`src/rtl/fcd_pkg.sv`:
```
package fcd_pkg;

  typedef enum logic [1:0] {
    MODE_READ = 2'd0,
    MODE_AUTO = 2'd1,
    MODE_SUSP = 2'd2,
    MODE_BUSY = 2'd3
  } bank_mode_e;

  typedef enum logic [1:0] {
    SEQ_IDLE,
    SEQ_UL1,
    SEQ_UL2,
    SEQ_ERR
  } seq_e;

  typedef struct packed {
    logic go_rst;
    logic go_auto;
    logic go_cfg;
    logic go_susp;
    logic go_res;
  } cmd_t;

  localparam logic [7:0]  D_UL1  = 8'hAA;
  localparam logic [7:0]  D_UL2  = 8'h55;
  localparam logic [7:0]  D_AUTO = 8'h90;
  localparam logic [7:0]  D_CFG  = 8'hC0;
  localparam logic [7:0]  D_RST  = 8'hF0;
  localparam logic [7:0]  D_SUSP = 8'hB0;
  localparam logic [7:0]  D_RES  = 8'h30;
  localparam logic [11:0] A_UL1  = 12'h555;
  localparam logic [11:0] A_UL2  = 12'h2AA;

endpackage

```
`src/rtl/fcd_seq.sv`:
```
module fcd_seq
  import fcd_pkg::*;
(
  input  logic        clk,
  input  logic        rst_n,
  input  logic        wr_en,
  input  logic [7:0]  data,
  input  logic [11:0] low,
  output cmd_t        cmd
);

  seq_e state_q, state_d;

  always_comb begin
    state_d = state_q;
    cmd     = '0;
    if (wr_en) begin
      if (data == D_RST) begin
        cmd.go_rst = 1'b1;
        state_d    = SEQ_IDLE;
      end else begin
        case (state_q)
          SEQ_IDLE: begin
            if (data == D_UL1 && low == A_UL1) state_d = SEQ_UL1;
            else if (data == D_SUSP)           cmd.go_susp = 1'b1;
            else if (data == D_RES)            cmd.go_res = 1'b1;
            else                               state_d = SEQ_ERR;
          end
          SEQ_UL1: begin
            if (data == D_UL2 && low == A_UL2) state_d = SEQ_UL2;
            else                               state_d = SEQ_ERR;
          end
          SEQ_UL2: begin
            if (low == A_UL1 && data == D_AUTO) begin
              cmd.go_auto = 1'b1;
              state_d     = SEQ_IDLE;
            end else if (low == A_UL1 && data == D_CFG) begin
              cmd.go_cfg = 1'b1;
              state_d    = SEQ_IDLE;
            end else begin
              state_d = SEQ_ERR;
            end
          end
          default: state_d = SEQ_ERR;
        endcase
      end
    end
  end

  always_ff @(posedge clk or negedge rst_n) begin
    if (!rst_n) state_q <= SEQ_IDLE;
    else        state_q <= state_d;
  end


  err_hold_chk: assert property (@(posedge clk) disable iff (!rst_n)
    (state_q == SEQ_ERR && !(wr_en && data == D_RST)) |=> state_q == SEQ_ERR);


  rst_cmd_chk: assert property (@(posedge clk) disable iff (!rst_n)
    (wr_en && data == D_RST) |=> state_q == SEQ_IDLE);

endmodule

```
`src/rtl/fcd_cfg.sv`:
```
module fcd_cfg #(
  parameter int          CW       = 8,
  parameter int          SYNC_BIT = 7,
  parameter logic [CW-1:0] CFG_RST = 8'h0F
) (
  input  logic          clk,
  input  logic          rst_n,
  input  logic          load,
  input  logic          blocked,
  input  logic [CW-1:0] code_in,
  output logic [CW-1:0] code,
  output logic          sync_en
);

  logic [CW-1:0] code_q, code_d;
  logic          written_q, written_d;
  logic          take;

  assign take = load && !blocked;

  always_comb begin
    code_d    = code_q;
    written_d = written_q;
    if (take) begin
      code_d    = code_in;
      written_d = 1'b1;
    end
  end

  always_ff @(posedge clk or negedge rst_n) begin
    if (!rst_n) begin
      code_q    <= CFG_RST;
      written_q <= 1'b0;
    end else begin
      code_q    <= code_d;
      written_q <= written_d;
    end
  end

  assign code    = code_q;
  assign sync_en = written_q && code_q[SYNC_BIT];


  cfg_hold_chk: assert property (@(posedge clk) disable iff (!rst_n)
    blocked |=> $stable(code_q));


  cfg_load_chk: assert property (@(posedge clk) disable iff (!rst_n)
    (load && !blocked) |=> code_q == $past(code_in));

endmodule

```
`src/rtl/fcd_bank.sv`:
```
module fcd_bank
  import fcd_pkg::*;
(
  input  logic       clk,
  input  logic       rst_n,
  input  logic       busy_in,
  input  logic       fail_in,
  input  logic       rst_hit,
  input  logic       auto_hit,
  input  logic       susp_hit,
  input  logic       res_hit,
  output bank_mode_e mode
);

  bank_mode_e mode_q, mode_d;
  logic       stuck_q, stuck_d;

  always_comb begin
    mode_d  = mode_q;
    stuck_d = stuck_q;
    if (stuck_q) begin
      if (rst_hit) begin
        mode_d  = MODE_READ;
        stuck_d = 1'b0;
      end
    end else begin
      case (mode_q)
        MODE_READ: begin
          if (busy_in)       mode_d = MODE_BUSY;
          else if (auto_hit) mode_d = MODE_AUTO;
        end
        MODE_AUTO: if (rst_hit) mode_d = MODE_READ;
        MODE_SUSP: if (res_hit) mode_d = MODE_BUSY;
        default: begin
          if (fail_in)       stuck_d = 1'b1;
          else if (susp_hit) mode_d = MODE_SUSP;
          else if (!busy_in) mode_d = MODE_READ;
        end
      endcase
    end
  end

  always_ff @(posedge clk or negedge rst_n) begin
    if (!rst_n) begin
      mode_q  <= MODE_READ;
      stuck_q <= 1'b0;
    end else begin
      mode_q  <= mode_d;
      stuck_q <= stuck_d;
    end
  end

  assign mode = mode_q;


  busy_enter_chk: assert property (@(posedge clk) disable iff (!rst_n)
    (mode_q == MODE_READ && !stuck_q && busy_in) |=> mode_q == MODE_BUSY);


  stuck_hold_chk: assert property (@(posedge clk) disable iff (!rst_n)
    (stuck_q && !rst_hit) |=> (mode_q == MODE_BUSY && stuck_q));


  auto_hold_chk: assert property (@(posedge clk) disable iff (!rst_n)
    (mode_q == MODE_AUTO && !rst_hit) |=> mode_q == MODE_AUTO);


  susp_hold_chk: assert property (@(posedge clk) disable iff (!rst_n)
    (mode_q == MODE_SUSP && !res_hit) |=> mode_q == MODE_SUSP);

endmodule

```
`src/rtl/flash_cmd_decoder.sv`:
```
module flash_cmd_decoder
  import fcd_pkg::*;
#(
  parameter int            AW      = 20,
  parameter int            NB      = 4,
  parameter int            CW      = 8,
  parameter logic [CW-1:0] CFG_RST = 8'h0F
) (
  input  logic            clk,
  input  logic            rst_n,
  input  logic            wr_en,
  input  logic [AW-1:0]   wr_addr,
  input  logic [7:0]      wr_data,
  input  logic [NB-1:0]   bank_busy,
  input  logic [NB-1:0]   bank_fail,
  output logic [2*NB-1:0] bank_mode,
  output logic [CW-1:0]   cfg_code,
  output logic            sync_en
);

  localparam int BW = $clog2(NB);
  localparam int LW = AW - CW;

  logic [1:0]    rs_q;
  logic          rst_i;
  cmd_t          cmd;
  logic [BW-1:0] bank_idx;
  bank_mode_e    mode_w [NB];
  logic          busy_any;

  always_ff @(posedge clk or negedge rst_n) begin
    if (!rst_n) rs_q <= 2'b00;
    else        rs_q <= {rs_q[0], 1'b1};
  end
  assign rst_i = rs_q[1];

  assign bank_idx = wr_addr[AW-1 -: BW];

  fcd_seq u_seq (
    .clk   (clk),
    .rst_n (rst_i),
    .wr_en (wr_en),
    .data  (wr_data),
    .low   (wr_addr[LW-1:0]),
    .cmd   (cmd)
  );

  for (genvar g = 0; g < NB; g++) begin : g_bank
    logic sel;
    assign sel = (bank_idx == BW'(g));
    fcd_bank u_bank (
      .clk      (clk),
      .rst_n    (rst_i),
      .busy_in  (bank_busy[g]),
      .fail_in  (bank_fail[g]),
      .rst_hit  (cmd.go_rst && sel),
      .auto_hit (cmd.go_auto && sel),
      .susp_hit (cmd.go_susp && sel),
      .res_hit  (cmd.go_res && sel),
      .mode     (mode_w[g])
    );
    assign bank_mode[2*g +: 2] = mode_w[g];
  end

  always_comb begin
    busy_any = |bank_busy;
    for (int i = 0; i < NB; i++) begin
      if (mode_w[i] == MODE_BUSY) busy_any = 1'b1;
    end
  end

  fcd_cfg #(
    .CW       (CW),
    .SYNC_BIT (CW - 1),
    .CFG_RST  (CFG_RST)
  ) u_cfg (
    .clk     (clk),
    .rst_n   (rst_i),
    .load    (cmd.go_cfg),
    .blocked (busy_any),
    .code_in (wr_addr[AW-1 -: CW]),
    .code    (cfg_code),
    .sync_en (sync_en)
  );

endmodule

```
`config.mk`:
```
export PLATFORM = sky130hd
export DESIGN_NAME = flash_cmd_decoder
export DESIGN_NICKNAME = d
export VERILOG_FILES = /design/src/rtl/fcd_pkg.sv /design/src/rtl/fcd_seq.sv /design/src/rtl/fcd_cfg.sv /design/src/rtl/fcd_bank.sv /design/src/rtl/flash_cmd_decoder.sv
export SDC_FILE = /design/constraint.sdc
export NUM_CORES = 1
export LEC_CHECK = 0
export ABC_AREA = 1
export BUFFER_PORTS_ARGS = -buffer_cell sky130_fd_sc_hd__buf_2
export CORE_UTILIZATION = 30
export DETAILED_ROUTE_END_ITERATION = 12
export GPL_TIMING_DRIVEN = 0
export HOLD_SLACK_MARGIN = 0.03
export PLACE_DENSITY = 0.57
export SLEW_MARGIN = 10
export SYNTH_ARGS = -nofsm -noshare
export SYNTH_HDL_FRONTEND = slang
export SYNTH_HIERARCHICAL = 1
export SYNTH_SLANG_ARGS = --single-unit
```
`constraint.sdc`:
```
create_clock -name clk -period 0.85 [get_ports clk]
set_clock_uncertainty 0.2 [all_clocks]
set_input_delay 0.085 -clock clk [delete_from_list [all_inputs] [get_ports clk]]
set_output_delay 0.085 -clock clk [all_outputs]
set_load 0.05 [all_outputs]
```
* Word-level counts from Yosys, hierarchy flattened
Index checks and enable logic that the tools add are counted.
Operators by class: equal/unequal tests 44, multiplexer cells 76, reductions and logical operators 39
Operators by type and width (count):
- 2-bit two-way mux | 41
- 8-bit equality test (second input constant) | 5
- 2-bit one-hot mux with 3 select lines | 5
- 1-bit two-way mux | 28
- 4-bit by 2-bit != test with 1-bit output (second input constant) | 6
- 6-bit by 1-bit != test with 1-bit output (second input constant) | 4
- 2-bit equality test (second input constant) | 11
- 1-bit logical AND | 22
- 5-bit by 1-bit != test with 1-bit output (second input constant) | 4
- 4-bit AND reduction | 4
- 12-bit by 10-bit equality test with 1-bit output (second input constant) | 1
- 12-bit by 11-bit equality test with 1-bit output (second input constant) | 1
- 2-bit by 1-bit equality test with 1-bit output (second input constant) | 6
- 2-bit zero test | 6
- 3-bit by 1-bit != test with 1-bit output (second input constant) | 4
- 3-bit OR reduction | 4
- 8-bit by 6-bit equality test with 1-bit output (second input constant) | 1
- 8-bit by 7-bit equality test with 1-bit output (second input constant) | 1
- 5-bit two-way mux | 1
- 4-bit two-way mux | 1
- 4-bit OR reduction | 1
- 3-bit AND reduction | 1
- 1-bit zero test | 1
Storage, ports and cells: register bits 25, input port bits 39, output and inout port bits 17

* Logic depth before layout (Yosys ltp)
Gate-level depths: netlist of the first run.
depth after elaboration 12, mapped depth 16, depth with buffers taken out 16

* Modules after synthesis
Netlist of the first run, hierarchy kept.
Modules (own cells, without submodules):
- fcd_bank | times used 4, cells an instance 52, area each 339.1 sq um, seq. area each 75.1 sq um
- fcd_seq | times used 1, cells an instance 93, area each 489.2 sq um, seq. area each 50.0 sq um
- fcd_cfg | times used 1, cells an instance 40, area each 387.9 sq um, seq. area each 230.2 sq um
- flash_cmd_decoder | times used 1, cells an instance 40, area each 195.2 sq um, seq. area each 50.0 sq um

* Worst setup path before layout of the first run
OpenSTA, ideal clock, no wires.
path kind reg-to-reg, start reg g_bank[0].u_bank.mode_q[0], end reg g_bank[0].u_bank.mode_q[1], data arrival time 1.580 ns, path slack -1.050 ns, stages on the path, launching flop included 10, path buffers 0, period minus slack after synthesis 1.900 ns, path through dfrtp_1 -> inv_1 -> ha_1 -> nor2_1 -> nand2_1 -> nand2_2 -> nor2_4 -> nand2_1 -> nand2_1 -> nand2_1
Between the ends: longest elaborated chain between the ends 3, elaborated cells between the ends (all ways) 10
RTL lines:
- start: declaration | line fcd_bank.sv:15 | bank_mode_e mode_q, mode_d;
- start signal: assignment | line fcd_bank.sv:48 | mode_q <= mode_d;
- 2-bit by 1-bit equality test with 1-bit output, or another cell as far along | line fcd_bank.sv:27 | case (mode_q)
- 6-bit by 1-bit != test with 1-bit output (no line), or another cell as far along
- 4-bit AND reduction (no line) / 2-bit two-way mux (equally long branches)
Several ways; a longest one is shown, not always the timed one. A chain may end at the register's enable or synchronous reset.

==> metrics.txt, run 1 <==
CP Class flop to flop; Area contributors post-synth dfrtp_1 22%, nand2_1 15%, nor2_1 11%; Synth top area share 0.216; # rows 32; R2R depth 13; main combinational cell family by area after synthesis simple AND/OR/NAND/NOR gates; pwr dens 2480 nW/um^2; Post-Synth XOR/XNOR Area 0; diode count 0; grt ovf 0; hold crit path type primary input to flop; complex-gate fraction of the synthesized area 0.0206; Buffers on Ports 55; gp weighted congestion 0.851; worst-skew pair later-pin latency 0.27 ns; worst r2r dst g_bank[0].u_bank/mode[1]; Synth async-reset ratio 1.00; Combinational Power Share 0.663; Primary FF master, synth dfrtp_1; syn_area_per_cell 6.37 sq um; Pleak 1.77 nW; cts bufs inserted 3; sequential area share after synthesis 0.260; final hold vios 13; Adder-Cell Fraction of Synth Area 0.103; clock share of power 0.086; die area 8460 sq um; Hold Path Origin wr_addr[14]; status finished with violations; # H-tree levels 1; Required @ worst endpoint 0.81 ns; Hold Crit Depth 3; Final ANT Viol Nets 0; leading area contributor after synthesis dfrtp_1; P_int 4.37 mW; vias 2479; crit path launch u_seq/state_q[0]; reg-to-reg setup timing slack -1.11 ns; largest net degree at the start of global routing 24; crit path capture type flop; number of global-route vias before repair 2312; most instantiated library cell after synthesis nand2_1; area delta synth->final 40.9%; DRT Pass-1 Iters 4; mux contribution to synthesized area 0; placed cell areas 2880 sq um; first-pass GRT wire length 10.1 mm; final net count 524; Max Cap Violations 0; Sw Ratio 0.485; critical path fanouts, max 4; Post-Route Setup TNS -23.58 ns; switching pwr 4.11 mW; Peak Freq 511 MHz; #FFs+latches synth 25; Iter 0 DRT Violations 71; syn_nets 440; Die Y 92.0 um; maximum vdd drop 1150 uV; library cells used by synthesis 26; CP Launch Type flop; Routed WL per cell 10.6 um; starting density of the core 0.313; setup violation total in the final timing report 40; CTS tree done; Post-Layout Inst Area 3420 sq um; hold_ws -0.151 ns; Routed WL 6.02 mm; clock transition at the registers of the reported paths 0.09 ns; Synth Area in Simple Gates 0.501; Total Routing Usage GR 0.144; Boundary Pins 56; most instantiated cells after synthesis 98 x nand2_1, 70 x nor2_1, 48 x inv_1, 44 x nand3_1; slack of the critical path -1.11 ns; total number of yosys warnings 6; final period utilization 2.30; Clock Sinks 25; crit path time final 1.96 ns; CTS Root Cell clkbuf_8; FF-to-FF Start u_seq/state_q[0]; initial antenna violation count 0; Cell Area, Synth 2430 sq um; Post-synth EDFFs 0; sequential power share 0.251; share of cells above drive strength 1 0.403; failing checks negative hold slack, negative setup slack; core area 7770 sq um; pins over their slew limit 0; Die X 92.0 um; crit path DAT 1.92 ns; drc violations 0; Clock Path Buffers 2; Power Total 8.48 mW; HPWL after detailed placement 4.48 mm; WHS Endpoint u_cfg/code[2]; RSZ-0062 raised after global routing true; DP Worst Slack -1.03 ns; post-synthesis cell count 381; Vias/cell 4.38
-- how the worst max path moves through the flow --
| stage | to | depth (start not counted) |
|---|---|---|
| after floorplan | g_bank[2].u_bank/mode[1] | 14 |
| after global placement | g_bank[0].u_bank/mode[1] | 12 |
| after detailed placement | g_bank[0].u_bank/mode[1] | 12 |
| after CTS | g_bank[0].u_bank/mode[1] | 12 |
| after global routing | g_bank[0].u_bank/mode[1] | 14 |
| final | g_bank[0].u_bank/mode[1] | 13 |
-- layer usage --
layer  vias up  track usage  share of wire
met5         -            0              0
met4         0       0.0313         0.0050
met3         4       0.0191          0.028
met2        41        0.248           0.48
met1      1108        0.190           0.48
li1       1326            -              -
-- timing repair --
action,in CTS,in global routing
hold buffers,3,1
setup buffers,8,13
setup endpoints to repair,63,40
hold endpoints to repair,19,14
gates resized for setup,50,39
pin swaps,17,11
-- cells by family after synthesis --
| kind of cell | after synthesis |
|---|---|
| adders and majority gates | 20 |
| buffers and inverters | 71 |
| AOI/OAI and AO/OA | 9 |
| other | 1 |
| DFF | 25 |
| and+or+nand+nor | 255 |
-- critical path, cell delays in order (launching register included) --
cell and delay [ns]:
dfrtp_1 0.40, buf_6 0.13, nor2_4 0.14, nand4_1 0.17, nor2_1 0.15, inv_2 0.08
nor2_1 0.11, nor2_1 0.05, nand2_1 0.08, nand2_2 0.08, nor2_4 0.10, nand2_1 0.06
nand2_1 0.05, nand2_1 0.05
-- state kept, by name, indices dropped and copies added, names as in the netlist --
name / cells
g_bank.u_bank/mode: 8
rs_q: 2
g_bank.u_bank/stuck_q: 4
u_cfg/code: 8
u_seq/state_q: 2
u_cfg/written_q: 1
-- layout make-up --
cell class | instances | area (sq um)
clock buffers | 4 | 45.0
repair buffers | 79 | 669
fillers | 825 | 4350
well taps | 102 | 128
flip-flops and latches | 25 | 653
multi-input cells | 285 | 1650
inverters | 70 | 269
plain buffers | 1 | 11.3
-- placed cells by master (no fill, tap or decap), types with 5 or more instances in the layout --
cell type,instances
buf_2,38
buf_4,5
buf_6,22
buf_8,11
dfrtp_1,7
dfrtp_2,12
ha_1,16
inv_1,37
inv_2,31
nand2_1,93
nand2_2,19
nand3_1,43
nand3_2,10
nor2_1,61
nor2_2,9
nor2_4,6
-- through the flow --
step / instances / utilization
CTS: 553 / 0.409
global route: 566 / 0.440
global placement: 538 / 0.371
floorplan: 381 / -
detailed placement: 538 / 0.371
finish: 566 / 0.440
-- power by group through the flow --
stage | Clock, mW | Sequential, mW | Combinational (mW)
floorplan | 0 | 2.63 | 2.83
global placement | 0 | 2.15 | 4.20
detailed placement | 0 | 2.18 | 4.24
CTS | 0.752 | 2.11 | 4.89
global route | 0.807 | 2.20 | 6.22
finish | 0.727 | 2.13 | 5.62
Power figures use the tool's default switching activity.
==> run 2: changes to the inputs <==
Settings changed: ABC_AREA 1 to default, PLACE_DENSITY 0.57 to 0.58.
==> run 2 against run 1 <==
  * The run ends with design-rule violations, negative hold slack, negative setup slack left
  * Register-to-register slack got worse by 0.49 ns
  * Clock-buffer cell count shrank 1
  * Global-route usage increased by 0.13 points
  * Design area is 13% lower
  * Utilization rose by 1.8 points
  * Critical path depth fell by 4
  * Fmax down 20%
  * Worst setup slack lost 0.49 ns
  * Hold slack lost 0.019 ns
  * Routed wire length down 17%
  * Sequential power shrank 8%
==> metrics.txt, run 2 <==
Post-synth EDFFs 0 (unchanged); critical path fanouts, max 4 (unchanged); complex-gate fraction of the synthesized area 0.142 (+0.121); actual slew at the worst max-slew pin 0.493 ns; crit path time final 2.44 ns (+0.485 ns); Die Y 84.4 um (-8.3%); Peak Freq 409 MHz (-20%); Setup crit end g_bank[3].u_bank/mode[1]; clock transition at the registers of the reported paths 0.10 ns (about the same); drc violations 8 (+8); Buffers on Ports 54 (-1.8%); Synth Area in Simple Gates 0.299 (-0.202); final hold vios 16 (+3); status finished with violations; DRT Pass-1 Iters 8 (+4); gp weighted congestion 0.862 (+1.3%); commonest non-fill, non-tap cells in the layout 34 x buf_2, 19 x nor2_1, 18 x buf_4, 16 x ha_1, 15 x inv_1; grt ovf 0 (unchanged); share of cells above drive strength 1 0.502 (+0.0987); Post-Route Setup TNS -32.03 ns (-8.45 ns); number of global-route vias before repair 1839 (-20%); Iter 0 DRT Violations 47 (-34%); pins over their slew limit 0 (unchanged); crit path capture type flop; largest net degree at the start of global routing 24 (unchanged); syn_area_per_cell 9.51 sq um (+49%); sequential area share after synthesis 0.310 (+0.0501); diode count 0 (unchanged); final net count 351 (-33%); Primary FF master, synth dfrtp_1; # rows 29 (-9.4%); Final ANT Viol Nets 0 (unchanged); mux contribution to synthesized area 0.0787 (+0.0787); library cells used by synthesis 38 (+46%); Placed Instances 345 (-36%); area delta synth->final 45.5%; Adder-Cell Fraction of Synth Area 0.123 (+0.0199); commonest non-fill, non-tap cell in the layout buf_2; hold crit path type primary input to flop; Die X 84.4 um (-8.3%); critical path's most frequent cell and3_4; syn_nets 273 (-38%); leading area contributor after synthesis dfrtp_1; Clock Path Buffers 2 (unchanged); reg-to-reg setup timing slack -1.59 ns (-0.49 ns); final std cells w/o fill 368 (-35%); Pleak 1.29 nW (-27%); CP Launch Type flop; Area contributors post-synth dfrtp_1 26%, ha_1 12%, mux2_4 5.9%; CP Class flop to flop; FF-to-FF Start u_seq/state_q[0]; Max Cap Violations 0 (unchanged); # H-tree levels 1 (unchanged); Clock Sinks 25 (unchanged); worst-skew pair later-pin latency 0.28 ns (about the same); crit path launch u_seq/state_q[0]; post-synthesis cell count 214 (-44%); worst r2r dst g_bank[3].u_bank/mode[1]; Synth top area share 0.258 (+0.0418); crit path DAT 2.46 ns (+0.54 ns); main combinational cell family by area after synthesis simple AND/OR/NAND/NOR gates; pwr dens 2390 nW/um^2 (-3.4%); setup violation total in the final timing report 40 (unchanged); Routed WL per cell 13.6 um (+28%); starting density of the core 0.315 (+0.00253); RSZ-0062 raised after global routing true; relative slew slack 0.668; final period utilization 2.87 (+0.571); hold_ws -0.170 ns (-0.0189 ns); maximum vdd drop 2030 uV (+77%); Vias/cell 5.04 (+15%); failing checks design-rule violations, negative hold slack, negative setup slack; vias 1853 (-25%); most instantiated cells after synthesis 22 x nor2_1, 21 x dfrtp_1, 20 x ha_1, 18 x inv_1, 13 x and2_1; fillers 620 (-25%); Synth async-reset ratio 1.00 (unchanged); slack of the critical path -1.59 ns (-0.485 ns); HPWL after detailed placement 3.60 mm (-20%); critical path's largest stage delay 0.42 ns (+0.02 ns); die area 7120 sq um (-16%); most instantiated library cell after synthesis nor2_1; CTS Root Cell clkbuf_8; Total Routing Usage GR 0.145 (+0.00131); initial antenna violation count 0 (unchanged); core area 6460 sq um (-17%); R2R depth 9 (-4); cts hold-fix bufs 1 (-2); CTS tree done; slowest stage cell, crit path dfrtp_1; Cell Area, Synth 2040 sq um (-16%); Routed WL 5.00 mm (-17%); #FFs+latches synth 25 (unchanged); Post-Synth XOR/XNOR Area 0.00430 (+0.00430); Boundary Pins 56 (unchanged); first-pass GRT wire length 8.45 mm (-16%); total number of yosys warnings 6 (unchanged); crit-path cells nor3b_2 -> nand4_1 -> nor4b_4 -> and3_4 -> nor2_2 -> a221oi_4 -> buf_4 -> and3_4 -> a211o_1; Required @ worst endpoint 0.86 ns (+0.05 ns); cts bufs inserted 3 (unchanged)
run 2: area by class of cell:
type	instances	area [sq um]	share of cell area
Timing Repair Buffer	73	563	0.190
Tap cell	77	96.3	0.0325
Multi-Input combinational cell	169	1520	0.512
Sequential cell	25	649	0.219
Clock buffer	3	41.3	0.0139
Inverter	18	67.6	0.0228
Buffer	2	20.0	0.00676
Clock inverter	1	7.51	0.00253
run 2: kinds of logic after synthesis:
| family | count (synthesis) |
|---|---|
| flops | 25 |
| compound gates | 34 |
| mux | 12 |
| xor+xnor | 1 |
| other cells | 1 |
| buf+inv | 20 |
| simple gates | 101 |
| fa+ha+maj | 20 |
run 2: power by group:
part	internal, mW	switching (mW)
Clock	0.333	0.415
Sequential	1.46	0.509
Combinational	2.01	2.37
run 2: metrics by stage:
step	util	total power [mW]	setup WS, ns	cell area (sq um)
after global routing	0.459	7.65	-1.74	2960
final	0.459	7.09	-1.59	2960
after global placement	0.385	5.22	-1.76	2490
after CTS	0.440	6.81	-1.61	2840
after detailed placement	0.385	5.23	-1.80	2490
after floorplan	-	4.43	-1.42	2120
run 2: critical path: cells and delay by family, from the launching register on:
kind / cells / cell delay (ns)
and+or+nand+nor: 6 / 1.18
DFF: 1 / 0.42
AOI/OAI and AO/OA: 2 / 0.40
buffers and inverters: 1 / 0.17
run 2: routing by layer:
metal | wire (um) | vias to the layer above | global-route usage | share of wire
met4 | 7 | 0 | 0.0185 | 0.0014
li1 | - | 941 | - | -
met3 | 230 | 2 | 0.0305 | 0.046
met2 | 2420 | 47 | 0.249 | 0.48
met1 | 2340 | 863 | 0.193 | 0.47
met5 | 0 | - | 0 | 0
run 2: how the worst min path moves through the flow:
stage           startpoint            end  slack [ns]  cells after the start
4_1_cts        wr_addr[15]  u_cfg/code[3]       -0.17                      2
2_1_floorplan        rst_n        rs_q[0]       -0.41                      0
5_1_grt        wr_addr[15]  u_cfg/code[3]       -0.18                      2
3_3_place_gp         rst_n        rs_q[0]       -0.33                      1
6_report       wr_addr[15]  u_cfg/code[3]       -0.17                      2
3_5_place_dp         rst_n        rs_q[0]       -0.32                      1
run 2: timing repair:
action,in CTS,in global routing
pin swaps,14,11
setup endpoints to repair,51,40
buffers inserted,10,8
resized for setup,57,18
hold endpoints to repair,16,16
==> run 3: changes to the inputs <==
--- a/config.mk
+++ b/config.mk
@@ -12,5 +12,4 @@
 export HOLD_SLACK_MARGIN = 0.03
 export PLACE_DENSITY = 0.58
-export SLEW_MARGIN = 10
 export SYNTH_ARGS = -nofsm -noshare
 export SYNTH_HDL_FRONTEND = slang
==> constraint.sdc (replaced) <==
create_clock -name clk -period 0.85 [get_ports clk]
set_clock_uncertainty 0.2 [all_clocks]
set_input_delay 0.0425 -clock clk [delete_from_list [all_inputs] [get_ports clk]]
set_output_delay 0.0425 -clock clk [all_outputs]
set_load 0.05 [all_outputs]
==> run 3 against run 2 <==
  * The flow still finishes with violations (design-rule violations, negative hold slack, negative setup slack)
  * Critical path type unchanged
  * Hold slack lost 0.036 ns
  * Via count shrank 0.81%
  * Cell count shrank 1.9%
  * Non-clock buffer count decreased by 7
  * Total power is 3.2% lower
  * Largest power group unchanged
  * Sequential share of layout area grew 0.17 points
  * Sequential power about the same
  * Design area decreased by 1.1%
==> metrics.txt, run 3 (synthesis gave the netlist of run 2 again) <==
cts bufs inserted 3 (unchanged); fillers 625 (+0.81%); crit path launch u_seq/state_q[0]; Required @ worst endpoint 0.81 ns (-0.05 ns); DRT Pass-1 Iters 10 (+2); final hold vios 16 (unchanged); Peak Freq 412 MHz (+0.56%); Post-Route Setup TNS -31.21 ns (+0.819 ns); Vias/cell 5.09 (+1.1%); crit path DAT 2.39 ns (-0.07 ns); initial antenna violation count 0 (unchanged); hold crit path type primary input to flop; RSZ-0062 raised after global routing true; number of global-route vias before repair 1868 (+1.6%); Buffers on Ports 54 (unchanged); status finished with violations; R2R depth 8 (-1); hold_ws -0.205 ns (-0.0356 ns); drc violations 4 (-4); Clock Path Buffers 2 (unchanged); WHS Endpoint u_cfg/code[5]; commonest non-fill, non-tap cells in the layout 34 x buf_2, 18 x nor2_1, 16 x ha_1, 16 x buf_6, 14 x inv_1; crit path capture type flop; Boundary Pins 56 (unchanged); core area 6460 sq um (unchanged); Max Cap Violations 0 (unchanged); vias 1838 (-0.81%); crit path time final 2.43 ns (-0.0137 ns); FF-to-FF Start u_seq/state_q[0]; Routed WL 4.94 mm (-1.3%); register area 647 sq um (-0.39%); HPWL after detailed placement 3.61 mm (+0.14%); Hold Crit Depth 2 (unchanged); final net count 344 (-2.0%); diode count 0 (unchanged); area delta synth->final 43.8%; slack of the critical path -1.58 ns (+0.0137 ns); starting density of the core 0.315 (unchanged); pwr dens 2350 nW/um^2 (-2.0%); Layout Utilization 0.453 (-0.00523); Pleak 1.28 nW (-0.77%); Multi-input gate area 1520 sq um (+0.25%); clock transition at the registers of the reported paths 0.09 ns (about the same); final period utilization 2.86 (-0.0161); worst-skew pair later-pin latency 0.27 ns (about the same); Total Routing Usage GR 0.144 (-0.00137); Die Y 84.4 um (unchanged); setup violation total in the final timing report 40 (unchanged); first-pass GRT wire length 8.45 mm (unchanged); critical path fanouts, max 4 (unchanged); Power Total 6.87 mW (-3.2%); # H-tree levels 1 (unchanged); Routed WL per cell 13.7 um (+0.64%); failing checks design-rule violations, negative hold slack, negative setup slack; CP Launch Type flop; CP Class flop to flop; grt ovf 0 (unchanged); gp weighted congestion 0.843 (-2.2%); pins over their slew limit 0 (unchanged); share of cells above drive strength 1 0.482 (-0.0193); Iter 0 DRT Violations 39 (-17%); worst r2r dst g_bank[3].u_bank/mode[0]; # rows 29 (unchanged); CTS tree done; reg-to-reg setup timing slack -1.58 ns (about the same); maximum vdd drop 1480 uV (-27%); largest net degree at the start of global routing 24 (unchanged); Clock Sinks 25 (unchanged); commonest non-fill, non-tap cell in the layout buf_2; Final ANT Viol Nets 0 (unchanged); Hold Path Origin wr_addr[17]; CTS Root Cell clkbuf_8; die area 7120 sq um (unchanged); cts hold-fix bufs 1 (unchanged); Die X 84.4 um (unchanged)
[run 3: worst max-delay path by stage]
stage | endpoint | depth (start not counted) | slack [ns]
floorplan | g_bank[3].u_bank/mode[1] | 8 | -1.42
global placement | g_bank[3].u_bank/mode[0] | 9 | -1.71
detailed placement | g_bank[3].u_bank/mode[0] | 9 | -1.73
CTS | g_bank[3].u_bank/mode[0] | 8 | -1.59
global route | g_bank[3].u_bank/mode[0] | 8 | -1.69
finish | g_bank[3].u_bank/mode[0] | 8 | -1.58
[run 3: timing repair]
action,4_1_cts,5_1_grt
hold endpoints to repair,16,16
buffers inserted,8,2
resized for setup,63,16
pin swaps,17,3
endpoints found under the setup margin,63,40
cloned,1,0
[run 3: final cells by class]
type                    instances  share of cell area
well taps                      77              0.0329
multi-input cells             169               0.519
flip-flops and latches         25               0.221
repair buffers                 66               0.180
inverters                      18              0.0231
clock buffers                   3              0.0141
clock inverters                 1             0.00256
plain buffers                   2             0.00684
[run 3: worst max-delay path, cell delays in order, from the launching register on]
cell      delay (ns)
dfrtp_2         0.44
nor3b_2         0.15
nand4_1         0.21
nor4b_4         0.33
and3_4          0.23
nor2_2          0.04
a221oi_4        0.33
a211oi_2        0.11
a221o_1         0.26
[run 3: where the power goes]
part | internal (mW) | switching (mW) | total, mW
Sequential | 1.46 | 0.529 | 1.99
Clock | 0.332 | 0.404 | 0.737
Combinational | 1.84 | 2.30 | 4.14
Total | 3.63 | 3.23 | 6.87
[run 3: metrics by stage]
step | cells | hold slack [ns] | cell area (sq um) | worst slack, ns
2_1_floorplan | 214 | -0.453 | 2120 | -1.42
3_3_place_gp | 345 | -0.371 | 2480 | -1.71
3_5_place_dp | 345 | -0.368 | 2480 | -1.73
4_1_cts | 359 | -0.215 | 2870 | -1.59
5_1_grt | 361 | -0.226 | 2930 | -1.69
6_report | 361 | -0.205 | 2930 | -1.58
[run 3: routing by layer]
| metal | up-vias | share of wire | track usage |
|---|---|---|---|
| met2 | 41 | 0.50 | 0.261 |
| met4 | 0 | 0.010 | 0.0277 |
| li1 | 929 | - | - |
| met1 | 862 | 0.46 | 0.182 |
| met5 | - | 0 | 0 |
| met3 | 6 | 0.031 | 0.0206 |
